[src/rtl/pt_walker_pkg.sv]
package pt_walker_pkg;
    localparam int ADDR_W  = 32;
    localparam int OFF_W   = 12;
    localparam int IDX_W   = 10;
    localparam int BIT_PRS = 0;
    localparam int BIT_ACC = 5;
    localparam int BIT_MOD = 6;

    typedef enum logic [2:0] {
        S_IDLE, S_DIR_RD, S_DIR_WR, S_TBL_RD, S_TBL_WR, S_RESP
    } walk_st_e;

    typedef struct packed {
        walk_st_e            st;
        logic [ADDR_W-1:0]   lin;
        logic                wr;
        logic [ADDR_W-1:0]   pde;
        logic [ADDR_W-1:0]   pte;
        logic [ADDR_W-1:0]   phys;
        logic                fault;
        logic                flt_tbl;
    } walk_regs_t;
endpackage

[src/rtl/pt_addr_gen.sv]
module pt_addr_gen #(
    parameter int ADDR_W = 32,
    parameter int OFF_W  = 12,
    parameter int IDX_W  = 10
) (
    input  logic [ADDR_W-1:0] base,
    input  logic [IDX_W-1:0]  idx,
    output logic [ADDR_W-1:0] addr
);
    localparam int ENT_SH = OFF_W - IDX_W;

    always_comb begin
        addr = {base[ADDR_W-1:OFF_W], idx, {ENT_SH{1'b0}}};
    end
endmodule

[src/rtl/pt_entry_upd.sv]
module pt_entry_upd #(
    parameter int ENT_W   = 32,
    parameter int BIT_PRS = 0,
    parameter int BIT_ACC = 5,
    parameter int BIT_MOD = 6
) (
    input  logic [ENT_W-1:0] ent_in,
    input  logic             mark_mod,
    output logic             present,
    output logic [ENT_W-1:0] ent_out,
    output logic             changed
);
    always_comb begin
        present = ent_in[BIT_PRS];
        ent_out = ent_in;
        ent_out[BIT_ACC] = 1'b1;
        if (mark_mod) begin
            ent_out[BIT_MOD] = 1'b1;
        end
        changed = (ent_out != ent_in);
    end
endmodule

[src/rtl/pt_walker.sv]
module pt_walker
    import pt_walker_pkg::*;
(
    input  logic              clk,
    input  logic              rst_n,
    input  logic              xlate_en,
    input  logic [31:0]       dir_base,
    input  logic              req_valid,
    input  logic [31:0]       req_lin,
    input  logic              req_write,
    output logic              req_ready,
    output logic              rsp_valid,
    output logic [31:0]       rsp_phys,
    output logic              rsp_fault,
    output logic              rsp_flt_tbl,
    output logic [31:0]       rsp_lin,
    output logic              mem_req,
    output logic              mem_we,
    output logic [31:0]       mem_addr,
    output logic [31:0]       mem_wdata,
    input  logic              mem_ack,
    input  logic [31:0]       mem_rdata
);
    localparam int DIR_LO = OFF_W + IDX_W;

    walk_regs_t r_q, r_d;

    logic [ADDR_W-1:0] dir_addr, tbl_addr;
    logic              pde_prs, pde_chg, pte_prs, pte_chg;
    logic [ADDR_W-1:0] pde_new, pte_new;

    pt_addr_gen #(.ADDR_W(ADDR_W), .OFF_W(OFF_W), .IDX_W(IDX_W)) u_dir_addr (
        .base (dir_base),
        .idx  (r_q.lin[ADDR_W-1:DIR_LO]),
        .addr (dir_addr)
    );

    pt_addr_gen #(.ADDR_W(ADDR_W), .OFF_W(OFF_W), .IDX_W(IDX_W)) u_tbl_addr (
        .base (r_q.pde),
        .idx  (r_q.lin[DIR_LO-1:OFF_W]),
        .addr (tbl_addr)
    );

    pt_entry_upd #(.ENT_W(ADDR_W), .BIT_PRS(BIT_PRS), .BIT_ACC(BIT_ACC), .BIT_MOD(BIT_MOD)) u_pde_upd (
        .ent_in   (mem_rdata),
        .mark_mod (1'b0),
        .present  (pde_prs),
        .ent_out  (pde_new),
        .changed  (pde_chg)
    );

    pt_entry_upd #(.ENT_W(ADDR_W), .BIT_PRS(BIT_PRS), .BIT_ACC(BIT_ACC), .BIT_MOD(BIT_MOD)) u_pte_upd (
        .ent_in   (mem_rdata),
        .mark_mod (r_q.wr),
        .present  (pte_prs),
        .ent_out  (pte_new),
        .changed  (pte_chg)
    );

    always_comb begin
        r_d       = r_q;
        req_ready = 1'b0;
        rsp_valid = 1'b0;
        mem_req   = 1'b0;
        mem_we    = 1'b0;
        mem_addr  = '0;
        mem_wdata = '0;
        unique case (r_q.st)
            S_IDLE: begin
                req_ready = 1'b1;
                if (req_valid) begin
                    r_d.lin     = req_lin;
                    r_d.wr      = req_write;
                    r_d.fault   = 1'b0;
                    r_d.flt_tbl = 1'b0;
                    r_d.phys    = '0;
                    if (xlate_en) begin
                        r_d.st = S_DIR_RD;
                    end else begin
                        r_d.phys = req_lin;
                        r_d.st   = S_RESP;
                    end
                end
            end
            S_DIR_RD: begin
                mem_req  = 1'b1;
                mem_addr = dir_addr;
                if (mem_ack) begin
                    if (!pde_prs) begin
                        r_d.fault   = 1'b1;
                        r_d.flt_tbl = 1'b0;
                        r_d.st      = S_RESP;
                    end else begin
                        r_d.pde = pde_new;
                        r_d.st  = pde_chg ? S_DIR_WR : S_TBL_RD;
                    end
                end
            end
            S_DIR_WR: begin
                mem_req   = 1'b1;
                mem_we    = 1'b1;
                mem_addr  = dir_addr;
                mem_wdata = r_q.pde;
                if (mem_ack) begin
                    r_d.st = S_TBL_RD;
                end
            end
            S_TBL_RD: begin
                mem_req  = 1'b1;
                mem_addr = tbl_addr;
                if (mem_ack) begin
                    if (!pte_prs) begin
                        r_d.fault   = 1'b1;
                        r_d.flt_tbl = 1'b1;
                        r_d.st      = S_RESP;
                    end else begin
                        r_d.pte  = pte_new;
                        r_d.phys = {mem_rdata[ADDR_W-1:OFF_W], r_q.lin[OFF_W-1:0]};
                        r_d.st   = pte_chg ? S_TBL_WR : S_RESP;
                    end
                end
            end
            S_TBL_WR: begin
                mem_req   = 1'b1;
                mem_we    = 1'b1;
                mem_addr  = tbl_addr;
                mem_wdata = r_q.pte;
                if (mem_ack) begin
                    r_d.st = S_RESP;
                end
            end
            S_RESP: begin
                rsp_valid = 1'b1;
                r_d.st    = S_IDLE;
            end
            default: r_d.st = S_IDLE;
        endcase
    end

    always_ff @(posedge clk or negedge rst_n) begin
        if (!rst_n) begin
            r_q    <= '0;
            r_q.st <= S_IDLE;
        end else begin
            r_q <= r_d;
        end
    end

    assign rsp_phys    = r_q.phys;
    assign rsp_fault   = r_q.fault;
    assign rsp_flt_tbl = r_q.flt_tbl;
    assign rsp_lin     = r_q.lin;

    // memory request held stable until acknowledged
    p_hold_req_r10: assert property (@(posedge clk) disable iff (!rst_n)
        mem_req && !mem_ack |=> mem_req && $stable(mem_addr) && $stable(mem_we) && $stable(mem_wdata));

    // response strobe lasts one cycle
    p_rsp_pulse_r11: assert property (@(posedge clk) disable iff (!rst_n)
        rsp_valid |=> !rsp_valid);

    // ready only with no memory access in flight
    p_ready_idle_r11: assert property (@(posedge clk) disable iff (!rst_n)
        req_ready |-> !mem_req && !rsp_valid);

    // page offset passes through on success
    p_offset_r4: assert property (@(posedge clk) disable iff (!rst_n)
        rsp_valid && !rsp_fault |-> rsp_phys[OFF_W-1:0] == rsp_lin[OFF_W-1:0]);

    // every write-back carries the accessed and present bits
    p_wb_acc_r7: assert property (@(posedge clk) disable iff (!rst_n)
        mem_req && mem_we |-> mem_wdata[BIT_ACC] && mem_wdata[BIT_PRS]);

    // fault responses carry no physical address
    p_fault_zero_r5: assert property (@(posedge clk) disable iff (!rst_n)
        rsp_valid && rsp_fault |-> rsp_phys == '0);
endmodule

[config.mk]
export PLATFORM = sky130hd
export DESIGN_NAME = pt_walker
export DESIGN_NICKNAME = d
export VERILOG_FILES = /design/src/rtl/pt_walker_pkg.sv /design/src/rtl/pt_addr_gen.sv /design/src/rtl/pt_entry_upd.sv /design/src/rtl/pt_walker.sv
export SDC_FILE = /design/constraint.sdc
export NUM_CORES = 1
export LEC_CHECK = 0
export ABC_CLOCK_PERIOD_IN_PS = 1800
export BUFFER_PORTS_ARGS = -buffer_cell sky130_fd_sc_hd__buf_2
export CAP_MARGIN = 20
export CORE_UTILIZATION = 46
export CTS_CLUSTER_DIAMETER = 40
export DETAILED_ROUTE_END_ITERATION = 6
export PLACE_DENSITY = 0.77
export SYNTH_ARGS = -nofsm -noshare
export SYNTH_HDL_FRONTEND = slang
export SYNTH_SLANG_ARGS = --single-unit
export TNS_END_PERCENT = 10
[constraint.sdc]
create_clock -name clk -period 1.8 [get_ports clk]
set_input_delay 0.45 -clock clk [delete_from_list [all_inputs] [get_ports clk]]
set_output_delay 0.45 -clock clk [all_outputs]
set_load 0.05 [all_outputs]
==> run_results.csv <==
group,metric,value,unit
place,place_congestion,0.885,
drt,wl_per_cell,21.3,um
place,place_inst,860,
place,place_ws,-204,ps
drt,drc,0,
floorplan,die_area,15200,um^2
synth,synth_fa_ha_area_frac,0,
global_route,track_usage,0.254,
synth,ys_ff_latch,132,
clocking,path_clk_slew,60,ps
floorplan,num_rows,43,
clocking,cts_buffers,17,
critical_path,crit_path_max_fanout,6,
timing,whs,278,ps
global_route,grt_max_degree,50,
timing,rsz0062_at_grt,"true",
global_route,grt_pass1_wl,28400,um
critical_path,criticalPathCategory,"reg -> out",
critical_path,crit_start,"r_q[132]$_DFFE_PN0P_",
drt,num_vias,4962,
critical_path,arrival,1830,ps
synth,synth.top_cell.area_share,0.487,
clocking,root_buffer,"clkbuf_16",
clocking,clk_path_buf_depth,2,
critical_path,r2r-start,"r_q[132]$_DFFE_PN0P_",
layout,area.growth.synth_to_final,43.0,%
synth,seq_area_frac_synth,0.487,
synth,synth_top_family_by_area,"multiplexers",
global_route,first_global_vias,5087,
place,place_area,8290,um^2
timing,setup_viol,131,
synth,yosys.area_share.xor_xnor,0,
run_status,status,"complete, but fails checks",
timing,slew_violations,0,
clocking,clock_sink_count,132,
layout,multi_input_area,3290,um^2
synth,syn_inst,530,
floorplan,dieWidth,123,um
synth,synthFlopType,"dfrtp_1",
critical_path,cp_data_required_time,1350,ps
critical_path,startpoint_type,"register",
drt,drt_wl_total,19300,um
global_route,gr-total-overflow,0,
job,maxCapViolCount,0,
floorplan,io_pins,236,
critical_path,cp_slowest_cell,"dfrtp_2",
critical_path,rrSetupSlack,-200,ps
timing,min_period,2280,ps
layout,final_cells,908,
synth,yosysTopAreaCell,"dfrtp_1",
synth,synthDistinctLibCells,33,
synth,synth_mux_area_frac,0.264,
layout,nets,815,
floorplan,initial_utilization,0.479,
synth,synth_edf_count,0,
synth,synth.top_cells.by_area,"dfrtp_1 (49%), mux2_2 (23%), buf_4 (8.0%)",
layout,regArea,3310,um^2
floorplan,die_h,123,um
critical_path,cp-end-kind,"output port",
timing,max_freq,440,MHz
critical_path,crit_path_max_incr_delay,460,ps
layout,stdcell_area,9700,um^2
synth,syn_area_per_cell,12.8,um^2
clocking,tritoncts,"yes",
drt,viasPerCell,5.46,
drt,antenna_left,0,
clocking,worstSkewPairLatency,410,ps
synth,synth-async-reset-ratio,1.00,
global_route,antenna_found_initial,2,
synth,netlist_area,6780,um^2
worst_hold_path,hp-start,"req_lin[22]",
layout,fillerInstances,976,
place,portBuffers,221,
run_status,violations,"negative setup slack",
place,dp_hpwl,12400,um
synth,synth-compound-area-share,0.0890,
drt,drt_iter0_drc,256,
floorplan,core_area,14100,um^2
synth,synth_simple_gate_area_frac,0.0576,
timing,setup_slack,-475,ps
drt,drtPass1Iterations,4,
worst_hold_path,hold_path_class,"in -> reg",
timing,hold_viol,0,
synth,ys_warn_count,0,
timing,min_period_over_period,1.26,
clocking,htree_levels,4,
critical_path,worstPathCellList,"buf_4 > nand3b_4 > nand2b_4 > buf_12 > or2_4 > buf_8",
layout,drive_gt1_frac,0.711,
timing,clock_skew,7.79,ps
-- metrics by stage --
stage	setup TNS, ps	utilization
global placement	-13060	0.586
CTS	-39830	0.656
floorplan	-6020	-
global route	-42860	0.685
detailed placement	-16730	0.586
finish	-35270	0.685
-- cell usage after synthesis, drive strengths merged (2+ instances only) --
library cell,n
buf,88
or2,4
nor2,3
nand2b,4
inv,5
a22o,61
clkbuf,14
dfrtp,132
nor3,4
nor2b,34
mux2,156
mux2i,3
nand3b,2
nand2,3
a21oi,4
-- cell families (layout without fill, tap and decap cells) --
group | after synthesis | count (layout)
buffers and inverters | 107 | 302
AOI/OAI and AO/OA | 71 | 71
DFF | 132 | 132
other | 1 | 4
muxes | 159 | 159
and+or+nand+nor | 60 | 60
-- routing by layer --
| metal | track usage | wire length, um | up-vias |
|---|---|---|---|
| met2 | 0.416 | 9840 | 189 |
| li1 | - | - | 2207 |
| met3 | 0.0595 | 935 | 37 |
| met5 | 0 | 0 | - |
| met4 | 0.127 | 549 | 0 |
| met1 | 0.313 | 7980 | 2529 |
-- path summary, 6_finish.rpt --
check	end	cells past startpoint
max	mem_req	6
min	rsp_lin[22]$_DFFE_PN0P_	2
max reg2reg	rsp_phys[5]$_DFFE_PN0P_	6
min reg2reg	r_q[74]$_DFFE_PN0P_	1
max in group asynchronous	r_q[60]$_DFFE_PN0P_	3
min in group asynchronous	rsp_phys[15]$_DFFE_PN0P_	2
-- registers in the layout, summed over array words and instances, names as in the netlist --
signal	count
r_q	66
rsp_fault	1
rsp_flt_tbl	1
rsp_lin	32
rsp_phys	32
-- repair_timing --
item | in CTS | in global routing
gates cloned | 1 | 3
resized for setup | 103 | 126
pin swaps | 6 | 8
endpoints found under the setup margin | 160 | 161
hold endpoints to repair | 41 | 0
hold buffers | 1 | 0
buffers inserted | 7 | 5
-- layout make-up --
class / count / area share
Sequential cell: 132 / 0.341
Tap cell: 180 / 0.0232
Inverter: 5 / 0.00194
Clock inverter: 9 / 0.0107
Multi-Input combinational cell: 292 / 0.339
Clock buffer: 23 / 0.0483
Antenna cell: 2 / 0.000516
Timing Repair Buffer: 265 / 0.235
-- cells in the final DEF, fill, tap and decap left out, types with 3 or more instances in the layout --
master / instances
mux2_1: 12
mux2_2: 119
mux2_4: 25
buf_4: 16
buf_12: 16
clkinv_2: 4
clkbuf_16: 19
inv_1: 5
nand2_1: 3
nand2b_4: 3
a22o_4: 32
buf_8: 42
buf_6: 33
clkbuf_1: 4
nor3_4: 3
buf_2: 155
dfrtp_1: 130
or2_2: 3
nor2b_1: 34
mux2i_1: 3
a22o_2: 28
-- critical path: cells and delay by family, from the launching register on --
family,cells,cell delay (ps)
flops,1,460
buf+inv,3,490
simple gates,3,470
Power is not shown: default switching activity piles up to over one toggle a cycle in this logic, so the estimate is an artifact.
